<file path="config.mk">
export PLATFORM = sky130hd
export DESIGN_NAME = pwm_match_timer
export DESIGN_NICKNAME = d
export VERILOG_FILES = /design/src/rtl/pmt_pkg.sv /design/src/rtl/pmt_prescaler.sv /design/src/rtl/pmt_counter.sv /design/src/rtl/pmt_pwm_pin.sv /design/src/rtl/pwm_match_timer.sv
export SDC_FILE = /design/constraint.sdc
export NUM_CORES = 1
export LEC_CHECK = 0
export BUFFER_PORTS_ARGS = -buffer_cell sky130_fd_sc_hd__buf_2
export CORE_MARGIN = 3
export CORE_UTILIZATION = 58
export CTS_BUF_LIST = sky130_fd_sc_hd__clkbuf_4
export DETAILED_ROUTE_END_ITERATION = 8
export HOLD_SLACK_MARGIN = 0.08
export PLACE_DENSITY = 0.79
export SYNTH_ARGS = -nofsm -noshare
export SYNTH_HDL_FRONTEND = slang
export SYNTH_SLANG_ARGS = --single-unit
</file>
<file path="constraint.sdc">
create_clock -name clk -period 3.3 [get_ports clk]
set_input_delay 0.66 -clock clk [delete_from_list [all_inputs] [get_ports clk]]
set_output_delay 0.66 -clock clk [all_outputs]
set_load 0.1 [all_outputs]
</file>
<file path="src/rtl/pmt_pkg.sv">
package pmt_pkg;
   localparam int ADDR_W    = 4;
   localparam int MAX_MATCH = 8;
   // register addresses
   localparam int A_CTRL    = 0;
   localparam int A_PRESC   = 1;
   localparam int A_MCTRL   = 2;
   localparam int A_PWMEN   = 3;
   localparam int A_FLAGS   = 4;
   localparam int A_MATCH0  = 8;
   // per-channel control bit offsets within the control word
   localparam int MC_BITS   = 3;
   localparam int MC_IRQ    = 0;
   localparam int MC_RST    = 1;
   localparam int MC_STOP   = 2;
endpackage

</file>
<file path="src/rtl/pmt_prescaler.sv">
module pmt_prescaler #(
   parameter int PRE_W = 32,
   parameter int PW    = (PRE_W > 0) ? PRE_W : 1
) (
   input  logic          clk,
   input  logic          rst_n,
   input  logic          run,
   input  logic [PW-1:0] div_val,
   output logic          tick
);
   generate
      if (PRE_W == 0) begin : g_nodiv
         assign tick = run;
      end else begin : g_div
         logic [PW-1:0] pc_q;
         assign tick = run && (pc_q >= div_val);
         always_ff @(posedge clk or negedge rst_n) begin
            if (!rst_n)     pc_q <= '0;
            else if (tick)  pc_q <= '0;
            else if (run)   pc_q <= pc_q + PW'(1);
         end
      end
   endgenerate
endmodule

</file>
<file path="src/rtl/pmt_counter.sv">
module pmt_counter #(
   parameter int CNT_W = 32
) (
   input  logic             clk,
   input  logic             rst_n,
   input  logic             tick,
   input  logic             clr_any,
   input  logic             halt_any,
   output logic [CNT_W-1:0] count_q,
   output logic [CNT_W-1:0] count_nxt,
   output logic             step
);
   assign step = tick && (clr_any || !halt_any);

   always_comb begin
      count_nxt = count_q;
      if (tick) begin
         if (clr_any)        count_nxt = '0;
         else if (!halt_any) count_nxt = count_q + CNT_W'(1);
      end
   end

   always_ff @(posedge clk or negedge rst_n) begin
      if (!rst_n) count_q <= '0;
      else        count_q <= count_nxt;
   end
endmodule

</file>
<file path="src/rtl/pmt_pwm_pin.sv">
module pmt_pwm_pin #(
   parameter int CNT_W = 32
) (
   input  logic             clk,
   input  logic             rst_n,
   input  logic             pen,
   input  logic             step,
   input  logic [CNT_W-1:0] nxt,
   input  logic [CNT_W-1:0] mval,
   output logic             pin_q
);
   always_ff @(posedge clk or negedge rst_n) begin
      if (!rst_n) begin
         pin_q <= 1'b1;
      end else if (pen && step) begin
         if (nxt == mval)    pin_q <= 1'b1;
         else if (nxt == '0) pin_q <= 1'b0;
      end
   end
endmodule

</file>
<file path="src/rtl/pwm_match_timer.sv">
module pwm_match_timer
   import pmt_pkg::*;
#(
   parameter int CNT_W   = 32,
   parameter int PRE_W   = 32,
   parameter int N_MATCH = 4,
   parameter int DATA_W  = 32
) (
   input  logic                       clk,
   input  logic                       rst_n,
   input  logic                       wr_en,
   input  logic [pmt_pkg::ADDR_W-1:0] wr_addr,
   input  logic [DATA_W-1:0]          wr_data,
   output logic [N_MATCH-2:0]         pwm_o,
   output logic [CNT_W-1:0]           count_o,
   output logic [N_MATCH-1:0]         irq_flags_o,
   output logic                       irq_o
);
   localparam int N_PWM = N_MATCH - 1;
   localparam int PW    = (PRE_W > 0) ? PRE_W : 1;
   localparam int MCW   = MC_BITS * N_MATCH;

   generate
      if (N_MATCH < 2 || N_MATCH > MAX_MATCH) begin : g_bad_nmatch
         $error("N_MATCH out of range");
      end
      if (DATA_W < CNT_W || DATA_W < MCW || DATA_W < PW) begin : g_bad_dw
         $error("DATA_W too narrow for a register field");
      end
      if (CNT_W < 2) begin : g_bad_cw
         $error("CNT_W too small");
      end
   endgenerate

   // write decode
   logic wr_ctrl, wr_presc, wr_mctrl, wr_pwmen, wr_flags;
   assign wr_ctrl  = wr_en && (wr_addr == ADDR_W'(A_CTRL));
   assign wr_presc = wr_en && (wr_addr == ADDR_W'(A_PRESC));
   assign wr_mctrl = wr_en && (wr_addr == ADDR_W'(A_MCTRL));
   assign wr_pwmen = wr_en && (wr_addr == ADDR_W'(A_PWMEN));
   assign wr_flags = wr_en && (wr_addr == ADDR_W'(A_FLAGS));

   // configuration state
   logic                run_q;
   logic [PW-1:0]       presc_q;
   logic [MCW-1:0]      mctrl_q;
   logic [N_PWM-1:0]    pen_q;
   logic [N_MATCH-1:0]  flags_q;
   logic [CNT_W-1:0]    mr_q [N_MATCH];

   // datapath links
   logic                tick;
   logic                step;
   logic [CNT_W-1:0]    count_q;
   logic [CNT_W-1:0]    count_nxt;
   logic [N_MATCH-1:0]  hit;
   logic [N_MATCH-1:0]  stop_hit;
   logic [N_MATCH-1:0]  rst_hit;
   logic [N_MATCH-1:0]  irq_hit;
   logic                stop_any;
   logic                rst_any;

   genvar k;
   generate
      for (k = 0; k < N_MATCH; k++) begin : g_match
         assign hit[k]      = tick && (count_q == mr_q[k]);
         assign irq_hit[k]  = hit[k] && mctrl_q[MC_BITS*k + MC_IRQ];
         assign rst_hit[k]  = hit[k] && mctrl_q[MC_BITS*k + MC_RST];
         assign stop_hit[k] = hit[k] && mctrl_q[MC_BITS*k + MC_STOP];

         always_ff @(posedge clk or negedge rst_n) begin
            if (!rst_n)
               mr_q[k] <= '0;
            else if (wr_en && (wr_addr == ADDR_W'(A_MATCH0 + k)))
               mr_q[k] <= wr_data[CNT_W-1:0];
         end
      end
   endgenerate

   assign stop_any = |stop_hit;
   assign rst_any  = |rst_hit;

   always_ff @(posedge clk or negedge rst_n) begin
      if (!rst_n) begin
         run_q   <= 1'b0;
         presc_q <= '0;
         mctrl_q <= '0;
         pen_q   <= '0;
         flags_q <= '0;
      end else begin
         if (wr_ctrl)       run_q <= wr_data[0];
         else if (stop_any) run_q <= 1'b0;
         if (wr_presc) presc_q <= wr_data[PW-1:0];
         if (wr_mctrl) mctrl_q <= wr_data[MCW-1:0];
         if (wr_pwmen) pen_q   <= wr_data[N_PWM-1:0];
         flags_q <= (flags_q & ~(wr_flags ? wr_data[N_MATCH-1:0] : '0)) | irq_hit;
      end
   end

   pmt_prescaler #(.PRE_W(PRE_W), .PW(PW)) u_div (
      .clk     (clk),
      .rst_n   (rst_n),
      .run     (run_q),
      .div_val (presc_q),
      .tick    (tick)
   );

   pmt_counter #(.CNT_W(CNT_W)) u_cnt (
      .clk       (clk),
      .rst_n     (rst_n),
      .tick      (tick),
      .clr_any   (rst_any),
      .halt_any  (stop_any),
      .count_q   (count_q),
      .count_nxt (count_nxt),
      .step      (step)
   );

   generate
      for (k = 0; k < N_PWM; k++) begin : g_pin
         pmt_pwm_pin #(.CNT_W(CNT_W)) u_pin (
            .clk   (clk),
            .rst_n (rst_n),
            .pen   (pen_q[k]),
            .step  (step),
            .nxt   (count_nxt),
            .mval  (mr_q[k]),
            .pin_q (pwm_o[k])
         );
      end
   endgenerate

   assign count_o     = count_q;
   assign irq_flags_o = flags_q;
   assign irq_o       = |flags_q;
endmodule

</file>
==> reports/qor.csv, run 1 <==
metric,value,unit
yosysTopAreaCell,dfrtp_1,
yosys.cell_types.count,88,
grt_max_degree,79,
cts.sinks,247,
synth.top_cell.area_share,39.83,%
die_y,168.6,um
row_count,58,
dpl-instance-area,19310,sq um
synth_flop_cell,dfrtp_1,
yosysWarnings,0,
stop_error,[ERROR GRT-0116] Global routing finished with congestion. Check the congestion regions in the DRC Viewer.,
die_w,168.6,um
synth_fa_ha_area_share,2.775,%
grt_use_total,70.63,%
initial_core_util,60.02,%
yosys.area_share.simple,17.39,%
synth-edff-count,0,
stop_stage,global routing (5_1_grt),
grt_pass1_wl,146700,um
netlist_instances,1542,
cts_buffers,68,
io_pins,79,
ys_async_sr_fraction,100.0,%
grt_overflow,19,
synth_compound_area_share,10.59,%
synth_area_leaders,"dfrtp_1 40%, mux2_2 12%, xor2_1 7.1%",
synth_top_cells_by_count,"244 x dfrtp_1, 170 x mux2_2, 125 x xor2_1",
synth_mux_area_share,12.55,%
synth_seq_cells,247,
synth_fp_nets,1615,
status,did not finish,
synth_xor_xnor_area_share,11.45,%
yosysMostFrequentCell,dfrtp_1,
synth_top_family_by_area,simple AND/OR/NAND/NOR gates,
h-tree-depth,3,
cts_buffer_depth,3,
yosysSeqAreaShare,40.34,%
hpwl,58580,um
syn-mean-instance-area,9.942,sq um
gp_congestion,1.227,
syn_area,15330,sq um
port-buffer-count,78,
grt_pass1_vias,21210,
cts-root-buf,clkbuf_4,
place_ws,-1.375,ns
-- cell families after synthesis --
family,Yosys count
adders and majority gates,34
AOI/OAI and AO/OA,234
DFF,247
and+or+nand+nor,499
xor gates and xnor gates,198
buffers and inverters,159
muxes,171
-- what timing repair did --
item,4_1_cts
cloned,2
endpoints found under the hold margin,45
gates resized for setup,116
pin swaps,44
endpoints found under the setup margin,69
hold buffers,1
setup buffers,33
-- per-stage QoR --
stage,instances,utilization (%),hold slack (ns),setup TNS [ns]
floorplan,1542,-,0.3644,-0.5756
global placement,2296,75.58,0.4749,-11.98
detailed placement,2296,75.58,0.4836,-13.49
CTS,2445,82.80,0.2562,-2.872
-- layer usage --
metal / GRT usage (%) / GRT overflow
met1: 70.47 / 0
met5: 24.87 / 0
met2: 87.55 / 7
met3: 53.62 / 0
met4: 71.97 / 12
==> run 2, diff against run 1 <==
Settings changed: CORE_UTILIZATION 58 to 40, CTS_BUF_LIST sky130_fd_sc_hd__clkbuf_4 to unset, HOLD_SLACK_MARGIN 0.08 to unset, PLACE_DENSITY 0.79 to unset, PLACE_DENSITY_LB_ADDON set to 0.15.
Clock period 3.3 ns to 4.3 ns, I/O delays scaled along.
==> run 2 against run 1 <==
The flow now finishes without violations. Area after synthesis unchanged. Synthesized cell count did not move.
==> reports/qor.csv, run 2 <==
metric,value,unit,change
drc,0,,
cts_buffers,30,,-56%
drt_iter0_drc,1231,,
postLayoutCellArea,20160,sq um,
relSlewSlack,45.53,%,
synth.top_cell.area_share,39.83,%,unchanged
die_y,201.8,um,+20%
largest_register_ff_count,128,,
rsz0062_at_grt,yes,,
skew,0.03017,ns,
clk_latency,0.59,ns,
synth_area_leaders,"dfrtp_1 40%, mux2_2 12%, xor2_1 7.1%",,
worst_ep_arrival_time,4.77,ns,
worstSetupPathType,reg -> reg,,
crit_path_start_kind,flop,,
crit_family,simple AND/OR/NAND/NOR gates,,
dpl-instance-area,18840,sq um,-2.4%
power_leakage,9.413,nW,
hold_viol,0,,
vdd_ir_drop_max,0.0003918,V,
yosysSeqAreaShare,40.34,%,unchanged
post_drt_wl_per_cell,29.66,um,
fmax,0.2348,GHz,
gp_congestion,1.098,,-11%
port-buffer-count,78,,unchanged
cts-root-buf,clkbuf_16,,
vias,14640,,
nets,2002,,
vias_per_cell,5.946,,
synth_flop_cell,dfrtp_1,,
status,finished clean,,
synth-edff-count,0,,unchanged
period_minus_slack,4.259,ns,
die_area,40710,sq um,
cpMaxStageDelayCell,or4b_1,,
wl,73040,um,
grt_pass1_wl,104400,um,
grt_pass1_vias,14730,,
final_util,53.40,%,
powerDensity,395.3,nW/um^2,
yosys.cell_types.count,88,,unchanged
io_pins,79,,unchanged
cts_buffer_depth,3,,unchanged
mostFrequentLayoutCells,"348 x buf_4, 236 x dfrtp_1, 170 x mux2_2, 116 x xor2_1, 100 x nor2_1",,
finalSetupViolations,0,,
die_w,201.8,um,+20%
grt_use_total,35.41,%,
finalCritPeriodShare,99.05,%,
netlist_instances,1542,,unchanged
cts_tree,done,,
max_cap_viol_count,0,,
tightest_slew,0.8171,ns,
crit_buf_inv,4,,
yosysMostFrequentCell,dfrtp_1,,
num_antenna_cells,0,,
initial_core_util,40.61,%,-19 points
fin_setup_tns,0,ns,
critPathCaptureType,flop,,
grt_max_degree,91,,
hold_path.class,in -> async,,
synth_top_cells_by_count,"244 x dfrtp_1, 170 x mux2_2, 125 x xor2_1",,
total_power,7.969,mW,
grt_overflow,0,,
row_count,71,,+22%
area_growth,31.51,%,
layout_commonest_cell,buf_4,,
path_cells,"buf_12, buf_4, xnor2_1, nand4_1, nor4_2, and3_4, or4b_1, buf_12, nor4_1, a211oi_2, buf_4, nand2_1, o2111ai_1, or3_1, a211o_1, o21ai_1",,
ant_nets,0,,
yosysTopAreaCell,dfrtp_1,,
syn-mean-instance-area,9.942,sq um,unchanged
cts.sinks,247,,unchanged
synth_fp_nets,1615,,unchanged
critical_path_required,4.81,ns,
fp.coreArea,37760,sq um,
yosysWarnings,0,,unchanged
antenna_found_initial,2,,
syn_area,15330,sq um,unchanged
drive_gt1_share,38.80,%,
clk_pin_slew,0.07,ns,
worst-path-max-fanout,21,,
drv_slew,0,,
top_register,mr_q,,
hpwl,58610,um,about the same
synth_seq_cells,247,,unchanged
slowest_delay,0.57,ns,
firstDrtPassIters,5,,
fillers,3537,,
h-tree-depth,1,,-2
ys_async_sr_fraction,100.0,%,unchanged
==> run 2: cell counts after synthesis <==
No cell type changed its count.
==> run 2: area by class of cell <==
type                       instances  area (sq um)  area share, %
tap                              511         639.4          3.171
clock buffer                      38         842.1          4.177
timing repair buffer             443          3336          16.54
inverter                          71         266.5          1.322
multi-input combinational       1136          8783          43.56
sequential                       247          6195          30.72
clock inverter                    16         100.1         0.4965
==> run 2: logic make-up after synthesis <==
logic type	share of synthesized area (%)
XOR/XNOR	11.45
AO/OA/AOI/OAI	10.59
flip-flops	40.34
adder cells (fa/ha/maj)	2.775
buffers and inverters	4.897
multiplexers	12.55
AND/OR/NAND/NOR	17.39
==> run 2: worst reg2reg max path: cells and delay by family (launching register included) <==
family,cells,cell delay [ns]
and+or+nand+nor,7,2.03
AOI/OAI and AO/OA,4,0.84
xor gates and xnor gates,1,0.17
buffers and inverters,4,0.72
DFF,1,0.45
==> run 2: final timing paths <==
path / to / start / slack [ns] / depth (start not counted)
min: u_cnt.count_q[31]$_DFF_PN0_ / rst_n / 0.32 / 1
max reg2reg: g_pin[1].u_pin.pin_q$_DFFE_PN1P_ / u_cnt.count_q[31]$_DFF_PN0_ / 0.04 / 16
min reg2reg: g_pin[1].u_pin.pin_q$_DFFE_PN1P_ / g_pin[1].u_pin.pin_q$_DFFE_PN1P_ / 0.50 / 2
min in group clk: g_pin[1].u_pin.pin_q$_DFFE_PN1P_ / g_pin[1].u_pin.pin_q$_DFFE_PN1P_ / 0.50 / 2
max in group asynchronous: presc_q[11]$_DFFE_PN0P_ / rst_n / 2.94 / 2
max: g_pin[1].u_pin.pin_q$_DFFE_PN1P_ / u_cnt.count_q[31]$_DFF_PN0_ / 0.04 / 16
==> run 2: routing by layer <==
metal / share of wire [%] / vias up / wire (um) / global-route usage (%)
met4: 7.6 / 0 / 5570 / 21.48
li1: - / 6376 / - / -
met3: 7.6 / 238 / 5523 / 5.556
met1: 40 / 7320 / 29530 / 46.30
met2: 44 / 706 / 32410 / 55.53
met5: 0 / - / 0 / 0
==> run 2: where the power goes <==
part | total [mW] | switching (mW) | leakage (nW) | internal [mW]
combinational | 2.42 | 1.39 | 5.82 | 1.03
sequential | 3.09 | 0.352 | 3.11 | 2.74
clock | 2.46 | 1.08 | 0.476 | 1.38
total | 7.97 | 2.82 | 9.41 | 5.15
==> run 2: stage by stage <==
| stage | cells | hold slack (ns) | setup slack (ns) |
|---|---|---|---|
| floorplan | 1542 | 0.4596 | 0.02889 |
| global placement | 2406 | 0.4877 | -0.2963 |
| detailed placement | 2406 | 0.4930 | -0.3146 |
| CTS | 2460 | 0.3487 | 0.008613 |
| global route | 2462 | 0.3810 | -0.02451 |
| finish | 2462 | 0.3228 | 0.04071 |
==> run 2: what timing repair did <==
item | CTS | global route
pin swaps | 0 | 11
hold buffers | 0 | 0
gates resized for setup | 13 | 57
endpoints found under the setup margin | 3 | 3
buffers inserted | 0 | 2
Note: power is estimated with default switching activity, not from simulation.
==> run 3, diff against run 2 <==
Settings changed: CORE_UTILIZATION 40 to 62.
==> run 3 against run 2 <==
The run now fails in global routing (5_1_grt). Area after synthesis is the same. Synthesized cell count unchanged.
==> reports/qor.csv, run 3 <==
metric,value,unit,change
status,did not finish,,
synth_seq_cells,247,,unchanged
cts_buffer_depth,3,,unchanged
yosysMostFrequentCell,dfrtp_1,,
row_count,56,,-21%
place_ws,-0.3132,ns,+0.001377 ns
initial_core_util,64.17,%,+24 points
yosys.area_share.simple,17.39,%,unchanged
grt_max_degree,93,,
synth_fp_nets,1615,,unchanged
die_w,163.3,um,-19%
grt_pass1_wl,134200,um,
synth_flop_cell,dfrtp_1,,
synth.top_cell.area_share,39.83,%,unchanged
yosysWarnings,0,,unchanged
synth_compound_area_share,10.59,%,unchanged
cts-root-buf,clkbuf_16,,
cts_hold_buf,0,,unchanged
netlist_instances,1542,,unchanged
synth_xor_xnor_area_share,11.45,%,unchanged
yosysTopAreaCell,dfrtp_1,,
synth_fa_ha_area_share,2.775,%,unchanged
yosysSeqAreaShare,40.34,%,unchanged
cts_buffers,26,,-13%
stop_error,[ERROR GRT-0116] Global routing finished with congestion. Check the congestion regions in the DRC Viewer.,,
gp_congestion,1.157,,+5.4%
yosys.cell_types.count,88,,unchanged
syn-mean-instance-area,9.942,sq um,unchanged
synth_top_cells_by_count,"244 x dfrtp_1, 170 x mux2_2, 125 x xor2_1",,
synth_area_leaders,"dfrtp_1 40%, mux2_2 12%, xor2_1 7.1%",,
synth-edff-count,0,,unchanged
synth_top_family_by_area,simple AND/OR/NAND/NOR gates,,
h-tree-depth,1,,unchanged
die_y,163.3,um,-19%
syn_area,15330,sq um,unchanged
io_pins,79,,unchanged
stop_stage,global routing (5_1_grt),,
grt_use_total,69.31,%,
cts.sinks,247,,unchanged
grt_overflow,8,,
synth_mux_area_share,12.55,%,unchanged
hpwl,56580,um,-3.5%
grt_pass1_vias,19810,,
port-buffer-count,78,,unchanged
ys_async_sr_fraction,100.0,%,unchanged
==> run 3: per-layer routing <==
metal,global-route usage (%),GRT overflow
met1,70.19,0
met2,87.17,4
met3,52.07,0
met4,66.40,4
met5,23.67,0
==> run 3: what timing repair did <==
item,in CTS
pin swaps,4
resized for setup,45
setup buffers,4
endpoints found under the setup margin,3
==> run 3: stage by stage <==
step / setup TNS [ns] / std cells / cell area, sq um
after CTS: 0 / 2240 / 19550
after detailed placement: -0.8988 / 2192 / 18460
after global placement: -0.4623 / 2192 / 18460
after floorplan: 0 / 1542 / 15330
==> run 3: logic make-up after synthesis <==
logic type	count (synthesis)
flip-flops	247
XOR/XNOR	198
multiplexers	171
adder cells (fa/ha/maj)	34
AO/OA/AOI/OAI	234
buffers and inverters	159
AND/OR/NAND/NOR	499
